$ cat config.mk
export PLATFORM = sky130hd
export DESIGN_NAME = scsi_stat_regs
export DESIGN_NICKNAME = d
export VERILOG_FILES = /design/src/rtl/scsi_stat_pkg.sv /design/src/rtl/scsi_status_word.sv /design/src/rtl/scsi_cfg_regs.sv /design/src/rtl/scsi_irq_summary.sv /design/src/rtl/scsi_stat_regs.sv
export SDC_FILE = /design/constraint.sdc
export NUM_CORES = 1
export LEC_CHECK = 0
export CORE_UTILIZATION = 60
export DETAILED_ROUTE_END_ITERATION = 12
export DONT_BUFFER_PORTS = 1
export MAX_ROUTING_LAYER = met4
export PLACE_DENSITY = 0.76
export RECOVER_POWER = 25
export REMOVE_ABC_BUFFERS = 1
export SYNTH_ARGS = -nofsm -noshare
export SYNTH_HDL_FRONTEND = slang
export SYNTH_SLANG_ARGS = --single-unit
$ cat constraint.sdc
create_clock -name clk -period 2.3 [get_ports clk]
set_input_delay 0.23 -clock clk [delete_from_list [all_inputs] [get_ports clk]]
set_output_delay 0.23 -clock clk [all_outputs]
set_load 0.01 [all_outputs]
$ cat src/rtl/scsi_stat_pkg.sv
package scsi_stat_pkg;
  localparam int ADDR_W = 7;
  localparam int DATA_W = 16;
  localparam int ID_W   = 3;
  localparam int MODE_W = 2;
  localparam int BYTE_W = 8;

  localparam logic [ADDR_W-1:0] OFF_CTRL = 7'h0C;
  localparam logic [ADDR_W-1:0] OFF_ID   = 7'h10;
  localparam logic [ADDR_W-1:0] OFF_SEL  = 7'h14;
  localparam logic [ADDR_W-1:0] OFF_DET  = 7'h18;
  localparam logic [ADDR_W-1:0] OFF_DATA = 7'h20;
  localparam logic [ADDR_W-1:0] OFF_MODE = 7'h24;
  localparam logic [ADDR_W-1:0] OFF_CST  = 7'h48;
  localparam logic [ADDR_W-1:0] OFF_DST  = 7'h4C;

  localparam int CI_BIT = 15;
  localparam int DI_BIT = 14;
  localparam int IE_BIT = 0;

  // connection status bit classes
  localparam logic [DATA_W-1:0] CST_W1C = 16'h3B88;
  localparam logic [DATA_W-1:0] CST_LVL = 16'h0077;
  localparam logic [DATA_W-1:0] CST_SW  = 16'h0400;
  localparam logic [DATA_W-1:0] CST_SUM = 16'h3B80;
  // data status bit classes
  localparam logic [DATA_W-1:0] DST_W1C = 16'h2C18;
  localparam logic [DATA_W-1:0] DST_LVL = 16'h0007;
  localparam logic [DATA_W-1:0] DST_SW  = 16'h13E0;
  localparam logic [DATA_W-1:0] DST_SUM = 16'h2C10;

  // next value of a status word; a set pulse dominates a clear
  function automatic logic [DATA_W-1:0] stat_next(
      input logic [DATA_W-1:0] old, input logic [DATA_W-1:0] wdata,
      input logic wr, input logic [DATA_W-1:0] set, input logic [DATA_W-1:0] lvl,
      input logic [DATA_W-1:0] w1c, input logic [DATA_W-1:0] lvlm,
      input logic [DATA_W-1:0] swm);
    logic [DATA_W-1:0] clr;
    logic [DATA_W-1:0] sw;
    clr = wr ? (wdata & w1c) : '0;
    sw  = wr ? wdata : old;
    return (((old & ~clr) | set) & w1c) | (lvl & lvlm) | (sw & swm);
  endfunction

  function automatic logic any_cond(input logic [DATA_W-1:0] word,
                                    input logic [DATA_W-1:0] mask);
    return |(word & mask);
  endfunction
endpackage

$ cat src/rtl/scsi_status_word.sv
module scsi_status_word
  import scsi_stat_pkg::*;
#(
  parameter logic [DATA_W-1:0] W1C_MASK = '0,
  parameter logic [DATA_W-1:0] LVL_MASK = '0,
  parameter logic [DATA_W-1:0] SW_MASK  = '0
) (
  input  logic              clk,
  input  logic              rst_n,
  input  logic              wr,
  input  logic [DATA_W-1:0] wdata,
  input  logic [DATA_W-1:0] set,
  input  logic [DATA_W-1:0] lvl,
  output logic [DATA_W-1:0] q
);
  logic [DATA_W-1:0] q_nxt;

  always_comb q_nxt = stat_next(q, wdata, wr, set, lvl, W1C_MASK, LVL_MASK, SW_MASK);

  always_ff @(posedge clk) begin
    if (!rst_n) q <= '0;
    else        q <= q_nxt;
  end
endmodule

$ cat src/rtl/scsi_cfg_regs.sv
module scsi_cfg_regs
  import scsi_stat_pkg::*;
(
  input  logic              clk,
  input  logic              rst_n,
  input  logic              wr_en,
  input  logic [ADDR_W-1:0] addr,
  input  logic [DATA_W-1:0] wr_data,
  input  logic [ID_W-1:0]   det_in,
  output logic [DATA_W-1:0] ctrl_q,
  output logic [ID_W-1:0]   id_q,
  output logic [ID_W-1:0]   sel_q,
  output logic [ID_W-1:0]   det_q,
  output logic [BYTE_W-1:0] data_q,
  output logic [MODE_W-1:0] mode_q
);
  always_ff @(posedge clk) begin
    if (!rst_n) begin
      ctrl_q <= '0;
      id_q   <= '0;
      sel_q  <= '0;
      det_q  <= '0;
      data_q <= '0;
      mode_q <= '0;
    end else begin
      det_q <= det_in;
      if (wr_en) begin
        case (addr)
          OFF_CTRL: ctrl_q <= wr_data;
          OFF_ID:   id_q   <= wr_data[ID_W-1:0];
          OFF_SEL:  sel_q  <= wr_data[ID_W-1:0];
          OFF_DATA: data_q <= wr_data[BYTE_W-1:0];
          OFF_MODE: mode_q <= wr_data[MODE_W-1:0];
          default:  ;
        endcase
      end
    end
  end
endmodule

$ cat src/rtl/scsi_irq_summary.sv
module scsi_irq_summary
  import scsi_stat_pkg::*;
(
  input  logic [DATA_W-1:0] cst_q,
  input  logic [DATA_W-1:0] dst_q,
  input  logic              ie,
  output logic              ci,
  output logic              di,
  output logic              irq
);
  always_comb begin
    ci  = any_cond(cst_q, CST_SUM);
    di  = any_cond(dst_q, DST_SUM);
    irq = ie & (ci | di);
  end
endmodule

$ cat src/rtl/scsi_stat_regs.sv
module scsi_stat_regs
  import scsi_stat_pkg::*;
(
  input  logic              clk,
  input  logic              rst_n,
  input  logic              wr_en,
  input  logic [ADDR_W-1:0] addr,
  input  logic [DATA_W-1:0] wr_data,
  output logic [DATA_W-1:0] rd_data,
  input  logic [DATA_W-1:0] conn_set,
  input  logic [DATA_W-1:0] data_set,
  input  logic [DATA_W-1:0] conn_lvl,
  input  logic [DATA_W-1:0] data_lvl,
  input  logic [ID_W-1:0]   det_id,
  output logic              irq
);
  logic              wr_cst;
  logic              wr_dst;
  logic [DATA_W-1:0] cst_q;
  logic [DATA_W-1:0] dst_q;
  logic [DATA_W-1:0] ctrl_q;
  logic [ID_W-1:0]   id_q;
  logic [ID_W-1:0]   sel_q;
  logic [ID_W-1:0]   det_q;
  logic [BYTE_W-1:0] data_q;
  logic [MODE_W-1:0] mode_q;
  logic              ci;
  logic              di;

  assign wr_cst = wr_en && (addr == OFF_CST);
  assign wr_dst = wr_en && (addr == OFF_DST);

  scsi_status_word #(.W1C_MASK(CST_W1C), .LVL_MASK(CST_LVL), .SW_MASK(CST_SW)) u_cst (
    .clk(clk), .rst_n(rst_n), .wr(wr_cst), .wdata(wr_data),
    .set(conn_set), .lvl(conn_lvl), .q(cst_q));

  scsi_status_word #(.W1C_MASK(DST_W1C), .LVL_MASK(DST_LVL), .SW_MASK(DST_SW)) u_dst (
    .clk(clk), .rst_n(rst_n), .wr(wr_dst), .wdata(wr_data),
    .set(data_set), .lvl(data_lvl), .q(dst_q));

  scsi_cfg_regs u_cfg (
    .clk(clk), .rst_n(rst_n), .wr_en(wr_en), .addr(addr), .wr_data(wr_data),
    .det_in(det_id), .ctrl_q(ctrl_q), .id_q(id_q), .sel_q(sel_q),
    .det_q(det_q), .data_q(data_q), .mode_q(mode_q));

  scsi_irq_summary u_sum (
    .cst_q(cst_q), .dst_q(dst_q), .ie(ctrl_q[IE_BIT]),
    .ci(ci), .di(di), .irq(irq));

  always_comb begin
    rd_data = '0;
    case (addr)
      OFF_CTRL: rd_data = ctrl_q;
      OFF_ID:   rd_data[ID_W-1:0]   = id_q;
      OFF_SEL:  rd_data[ID_W-1:0]   = sel_q;
      OFF_DET:  rd_data[ID_W-1:0]   = det_q;
      OFF_DATA: rd_data[BYTE_W-1:0] = data_q;
      OFF_MODE: rd_data[MODE_W-1:0] = mode_q;
      OFF_CST: begin
        rd_data = cst_q;
        rd_data[CI_BIT] = ci;
        rd_data[DI_BIT] = di;
      end
      OFF_DST: begin
        rd_data = dst_q;
        rd_data[CI_BIT] = ci;
        rd_data[DI_BIT] = di;
      end
      default: rd_data = '0;
    endcase
  end
endmodule

==> impl_metrics.csv, run 1 <==
group,metric,value,unit
clock_network,cts_buffers,9,
pwr,switchingPower,489.1,µW
sta,tightest_slew,0.7274,ns
synth,yosysWarnings,0,
worst_setup_path,required,2.07,ns
synth,synth_adder_area_share,0,%
clock_network,cts_resized,0,
clock_network,numClockSinks,63,
worst_setup_path,cp-end-kind,"output port",
pwr,switching_share,22.37,%
synth,ys_types,39,
pwr,p_leak,1.252,nW
pwr,vdd_ir_drop_max,525.9,µV
worst_setup_path,crit_path_max_fanout,13,
route,drtIter0Drc,196,
route,vias,2382,
status,failed_checks,"design-rule violations",
pwr,power_frac_seq,51.9,%
route,vias_per_cell,6.155,
layout,finish.utilization,70.83,%
worst_hold_path,min_path_type,"input pin to register",
pwr,pwr-share-clk,43.9,%
sta,holdWs,0.01107,ns
layout,fillerInstances,376,
synth,synthTopCellsByArea,"dfxtp_1 (44%), mux2i_1 (9.8%), o21ai_0 (6.1%), nor2b_1 (5.0%), nand2_1 (4.7%)",
synth,syn_area,2855,µm²
die,dieWidth,70.99,µm
die,initial_utilization,63.81,%
global_route,grt_pass1_wl,11230,µm
clock_network,cts_tree,"built",
layout,seqCellArea,1261,µm²
sta,fin_crit,1.862,ns
place,place.detailed.hpwl,4376,µm
route,wire_per_inst,17.65,µm
place,place_congestion,0.8677,
sta,fin_setup_tns,0,ns
sta,slew_headroom,51.40,%
worst_setup_path,r2r-start,"u_cst.q[8]",
global_route,antenna_found_initial,0,
route,firstDrtPassIters,8,
status,outcome,"finished, violations left",
worst_setup_path,r2r_cells,2,
pwr,p_per_area,689.8,nW/µm²
clock_network,max-clock-path-buffers,2,
synth,synth.area.mux_share,10.60,%
sta,max_clock_freq,0.5372,GHz
route,ant_nets,0,
synth,synth_seq_area_share,44.17,%
synth,synth_xor_area_share,0,%
die,die_h,70.99,µm
layout,num-nets-final,423,
synth,synth_edf_count,0,
synth,async_flop_share,0,%
clock_network,ctsHtreeMaxLevel,3,
layout,multiInputGateArea,1408,µm²
worst_setup_path,worstSetupPathType,"input pin to output port",
die,ios,110,
pwr,pwr-share-comb,4.2,%
worst_setup_path,critPathArrivalTime,1.63,ns
worst_setup_path,start_kind,"input pin",
sta,period_share,80.93,%
synth,synth_seq_cells,63,
global_route,track_usage,30.39,%
synth,synth_simple_gate_area_share,23.44,%
flow_run,drv_cap,0,
sta,skew,0,ns
clock_network,root_buffer,"clkbuf_8",
synth,synth_top_family_by_area,"simple AND/OR/NAND/NOR gates",
worst_hold_path,worstHoldPathCells,1,
worst_hold_path,holdPathEnd,"u_dst.q[1]",
layout,drive_above_1_share,8.060,%
route,totalWireLength,6829,µm
die,coreArea,4474,µm²
route,drc,6,
synth,synth_top_area_share,44.17,%
sta,setup-violations-final,0,
layout,num_antenna_cells,0,
global_route,grt_overflow,0,
global_route,grt_max_degree,79,
die,row_count,24,
die,dieArea,5039,µm²
place,portBuffers,0,
clock_network,worstSkewPairLatency,0.34,ns
global_route,grt_pass1_vias,2341,
synth,syn-instance-count,322,
sta,hold_viol_final,0,
worst_hold_path,hold_path.startpoint,"data_lvl[1]",
synth,ys.flop_type,"dfxtp_1",
synth,synth_compound_area_share,15.69,%
layout,area_growth,11.00,%
synth,synth_area_per_cell,8.867,µm²
synth,yosys.area.top_type,"dfxtp_1",
sta,rsz0062_at_grt,"false",
pwr,p_int,1.697,mW
sta,slew_viol_final,0,
worst_setup_path,reg2reg_setup_slack,1.59,ns
worst_setup_path,reg2reg_to,"u_cst.q[8]",
clock_network,clkTransAtPathRegs,0.07,ns
==> routing by layer <==
metal / track usage [%] / share of wire (%) / vias to the layer above
met5: - / 0 / -
met4: 12.89 / 1.8 / 0
met3: 9.259 / 7.5 / 12
met2: 46.90 / 48 / 88
met1: 36.94 / 43 / 1130
li1: - / - / 1152
==> synth_stat cells, types with 4 or more instances <==
cell	instances
dfxtp_1	63
nand2_1	36
o21ai_0	35
mux2i_1	28
nor2b_1	23
nand3_1	18
a22oi_1	15
and2_1	14
a31oi_1	13
inv_1	13
clkbuf_1	12
buf_2	7
nor4_1	4
==> through the flow <==
step | instances | setup WS (ns) | power [mW] | cell area (µm²)
3_5_place_dp | 357 | 0.4890 | 1.229 | 2848
5_1_grt | 387 | 0.3568 | 2.261 | 3169
3_3_place_gp | 357 | 0.4874 | 1.226 | 2848
2_1_floorplan | 298 | 0.3407 | 1.211 | 2730
4_1_cts | 385 | 0.4730 | 2.195 | 3166
6_report | 387 | 0.4385 | 2.186 | 3169
==> sequential cells by signal, indices dropped and copies added (netlist names) <==
| name | count |
|---|---|
| u_cfg.ctrl_q | 16 |
| u_cfg.data_q | 8 |
| u_cfg.det_q | 3 |
| u_cfg.id_q | 3 |
| u_cfg.mode_q | 2 |
| u_cfg.sel_q | 3 |
| u_cst.q | 14 |
| u_dst.q | 14 |
==> critical path: stages <==
cell	delay, ns
nor4bb_1	0.27
buf_4	0.21
and2_1	0.51
a22oi_1	0.18
o21ai_0	0.22
==> worst max-delay path by stage <==
stage | start | to | slack (ns) | cells after the start
final | addr[1] | rd_data[5] | 0.44 | 5
after global routing | addr[1] | rd_data[7] | 0.36 | 5
after CTS | addr[1] | rd_data[5] | 0.47 | 5
after detailed placement | addr[1] | rd_data[14] | 0.49 | 4
after global placement | addr[1] | rd_data[5] | 0.49 | 5
after floorplan | addr[2] | u_cfg.ctrl_q[0] | 0.34 | 3
==> power groups by stage <==
stage / clock [mW] / combinational, mW / sequential, mW
2_1_floorplan: 0 / 0.0581 / 1.15
3_3_place_gp: 0 / 0.0686 / 1.16
3_5_place_dp: 0 / 0.0708 / 1.16
4_1_cts: 0.973 / 0.0887 / 1.13
5_1_grt: 1.02 / 0.101 / 1.14
6_report: 0.960 / 0.0920 / 1.13
==> layout make-up <==
class / instances / area share [%]
clock buffer: 10 / 4.343
clock inverter: 6 / 1.895
inverter: 13 / 1.540
multi-input combinational: 222 / 44.41
sequential: 63 / 39.79
tap: 52 / 2.053
timing repair buffer: 21 / 5.961
==> cells in the final DEF, fill, tap and decap left out, types with 4 or more instances in the layout <==
cell type      instances
nor2b_1               23
mux2i_1               28
and2_1                11
inv_1                 13
nand2_1               36
dfxtp_1               63
o21ai_0               35
a31oi_1               13
nor4_1                 4
buf_4                  6
nand3_1               18
dlygate4sd3_1         14
a22oi_1               15
clkbuf_8              10
==> repair_timing <==
action | 4_1_cts | 5_1_grt
buffers inserted | 0 | 0
hold endpoints to repair | 14 | 1
setup endpoints to repair | 0 | 0
hold buffers | 12 | 2
==> cells by family after synthesis <==
group	count (synthesis)
AND/OR/NAND/NOR	119
AO/OA/AOI/OAI	73
flip-flops	63
buffers and inverters	37
multiplexers	30
Note: power is estimated with default switching activity, not from simulation.
==> run 2, diff against run 1 <==
--- a/config.mk
+++ b/config.mk
@@ -5,11 +5,11 @@
 export SDC_FILE = /design/constraint.sdc
 export NUM_CORES = 1
 export LEC_CHECK = 0
-export CORE_UTILIZATION = 60
+export CORE_UTILIZATION = 56
 export DETAILED_ROUTE_END_ITERATION = 12
 export DONT_BUFFER_PORTS = 1
 export MAX_ROUTING_LAYER = met4
-export PLACE_DENSITY = 0.76
+export PLACE_DENSITY = 0.74
 export RECOVER_POWER = 25
 export REMOVE_ABC_BUFFERS = 1
 export SYNTH_ARGS = -nofsm -noshare
==> constraint.sdc (replaced) <==
create_clock -name clk -period 1.7 [get_ports clk]
set_input_delay 0.17 -clock clk [delete_from_list [all_inputs] [get_ports clk]]
set_output_delay 0.17 -clock clk [all_outputs]
set_load 0.01 [all_outputs]
==> run 2 against run 1 <==
Compared with the run above: the run now ends clean; clock skew unchanged; count of clock-buffer cells in the layout increased by 3; design area increased by 16%; critical path type unchanged; critical path depth unchanged; via count increased by 11%; critical endpoint is now rd_data[14]; highest routed layer unchanged; die area increased by 6.9%; clock power increased by 17%; sequential cell count unchanged.
==> impl_metrics.csv, run 2 (synthesis gave the netlist of run 1 again) <==
group,metric,value,unit
pwr,pwr-share-comb,8.4,%
global_route,grt_overflow,0,
global_route,track_usage,31.82,%
pwr,switchingPower,652.4,µW
place,portBuffers,0,
worst_setup_path,r2r-start,"u_cst.q[8]",
worst_setup_path,startpoint,"addr[1]",
sta,setup-violations-final,0,
worst_setup_path,required,1.53,ns
pwr,vdd_ir_drop_max,590.8,µV
flow_run,drv_cap,0,
route,drc,0,
clock_network,root_buffer,"clkbuf_8",
global_route,grt_max_degree,59,
pwr,power_frac_seq,52.9,%
sta,period_share,97.11,%
route,totalWireLength,7778,µm
worst_setup_path,start_kind,"input pin",
place,post_dp_cell_area,2957,µm²
clock_network,cts_tree,"built",
sta,fin_crit,1.651,ns
layout,drive_above_1_share,10.68,%
route,firstDrtPassIters,5,
sta,slew_viol_final,0,
route,wire_per_inst,17.25,µm
clock_network,worstSkewPairLatency,0.34,ns
pwr,p_int,2.256,mW
die,dieArea,5388,µm²
layout,reg.largest.list,"u_cfg.ctrl_q (16), u_cst.q (14), u_dst.q (14)",
clock_network,ctsHtreeMaxLevel,3,
worst_setup_path,r2r_cells,3,
sta,hold_viol_final,0,
pwr,pwr-share-clk,38.6,%
sta,max_clock_freq,0.6057,GHz
layout,final_common_cell,"dfxtp_1",
place,place_congestion,0.8165,
worst_setup_path,cp-end-kind,"output port",
route,vias_per_cell,5.874,
layout,largest_reg_flops,16,
clock_network,post_cts.repair.setup_buffers,0,
die,ios,110,
die,row_count,25,
layout,top_register,"u_cfg.ctrl_q",
route,vias,2649,
worst_setup_path,reg2reg_setup_slack,0.34,ns
worst_setup_path,reg2reg_to,"u_cst.q[8]",
die,initial_utilization,59.27,%
sta,rsz0062_at_grt,"false",
worst_setup_path,critPathArrivalTime,1.48,ns
global_route,antenna_found_initial,0,
die,coreArea,4817,µm²
clock_network,clkTransAtPathRegs,0.06,ns
route,drtIter0Drc,188,
pwr,switching_share,22.43,%
clock_network,numClockSinks,63,
die,die_h,73.41,µm
worst_setup_path,endpoint,"rd_data[14]",
layout,num_antenna_cells,0,
worst_setup_path,crit_path_max_fanout,6,
die,dieWidth,73.41,µm
layout,most-common-layout-cells,"dfxtp_1 (63), dlygate4sd3_1 (52), nand2_1 (36), o21ai_0 (35), mux2i_1 (28)",
sta,slew_headroom,59.07,%
layout,area_growth,28.48,%
sta,skew,0,ns
worst_setup_path,worstSetupPathType,"input pin to output port",
sta,fin_setup_tns,0,ns
status,outcome,"complete, no violations",
pwr,p_leak,1.493,nW
pwr,p_per_area,792.7,nW/µm²
global_route,grt_pass1_vias,2671,
sta,tightest_slew,0.6055,ns
layout,finish.utilization,76.16,%
layout,num-nets-final,474,
layout,stdcell_area,3669,µm²
worst_hold_path,min_path_type,"input pin to register",
place,place.detailed.hpwl,4473,µm
clock_network,max-clock-path-buffers,2,
route,ant_nets,0,
clock_network,cts_buffers,9,
global_route,grt_pass1_wl,12320,µm
run 2: cell types whose count changed in the layout (fill, tap and decap cells not counted), moves of 2 or more:
cell	change
nor4_2	+2
clkinvlp_4	-2
dlygate4sd3_1	+38
buf_4	+11
clkbuf_1	+2
nor4_1	-2
clkinv_2	-2
run 2: per-stage QoR:
step           power, mW  setup slack (ns)  cells  hold slack, ns
2_1_floorplan      1.639           -0.1993    298          0.2702
3_3_place_gp       1.665            0.1280    384          0.2712
3_5_place_dp       1.670            0.1041    384          0.2752
4_1_cts            2.900           0.08315    451      0.00008130
5_1_grt            3.010           0.01007    451         0.01265
6_report           2.908           0.04915    451        0.006410
run 2: power by group through the flow:
| stage | Combinational, mW | Sequential, mW | Clock (mW) |
|---|---|---|---|
| floorplan | 0.0787 | 1.56 | 0 |
| global route | 0.263 | 1.54 | 1.21 |
| global placement | 0.0981 | 1.57 | 0 |
| CTS | 0.233 | 1.54 | 1.13 |
| finish | 0.245 | 1.54 | 1.12 |
| detailed placement | 0.102 | 1.57 | 0 |
run 2: repair_timing:
action / CTS / global route
endpoints found under the setup margin: 0 / 3
hold endpoints to repair: 63 / 0
resized for setup: 0 / 4
hold buffers: 53 / 0
run 2: critical path: stages:
cell     delay (ns)
or4bb_1        0.57
nor2_2         0.24
nor2_1         0.09
o21ai_0        0.24
buf_4          0.17
run 2: worst min path at each step:
stage / startpoint / endpoint / cells after the start
3_5_place_dp: wr_data[11] / u_cst.q[11] / 1
2_1_floorplan: wr_data[11] / u_cst.q[11] / 1
6_report: wr_data[6] / u_dst.q[6] / 2
3_3_place_gp: wr_data[12] / u_cst.q[12] / 1
5_1_grt: wr_data[2] / u_cfg.data_q[2] / 2
4_1_cts: wr_data[10] / u_cst.q[10] / 2
run 2: final cells by class:
type                       count  area (µm²)
inverter                      13       48.80
clock buffer                  13       158.9
tap                           67       83.83
multi-input combinational    222        1434
timing repair buffer          72       676.9
clock inverter                 1       5.005
fill                         375        1149
sequential                    63        1261
run 2: layer usage:
| layer | global-route usage [%] | vias up | wire (µm) |
|---|---|---|---|
| met5 | - | - | 0 |
| met4 | 15.60 | 0 | 223 |
| met3 | 8.368 | 23 | 553 |
| met2 | 51.95 | 120 | 3684 |
| met1 | 36.23 | 1256 | 3316 |
| li1 | - | 1250 | - |
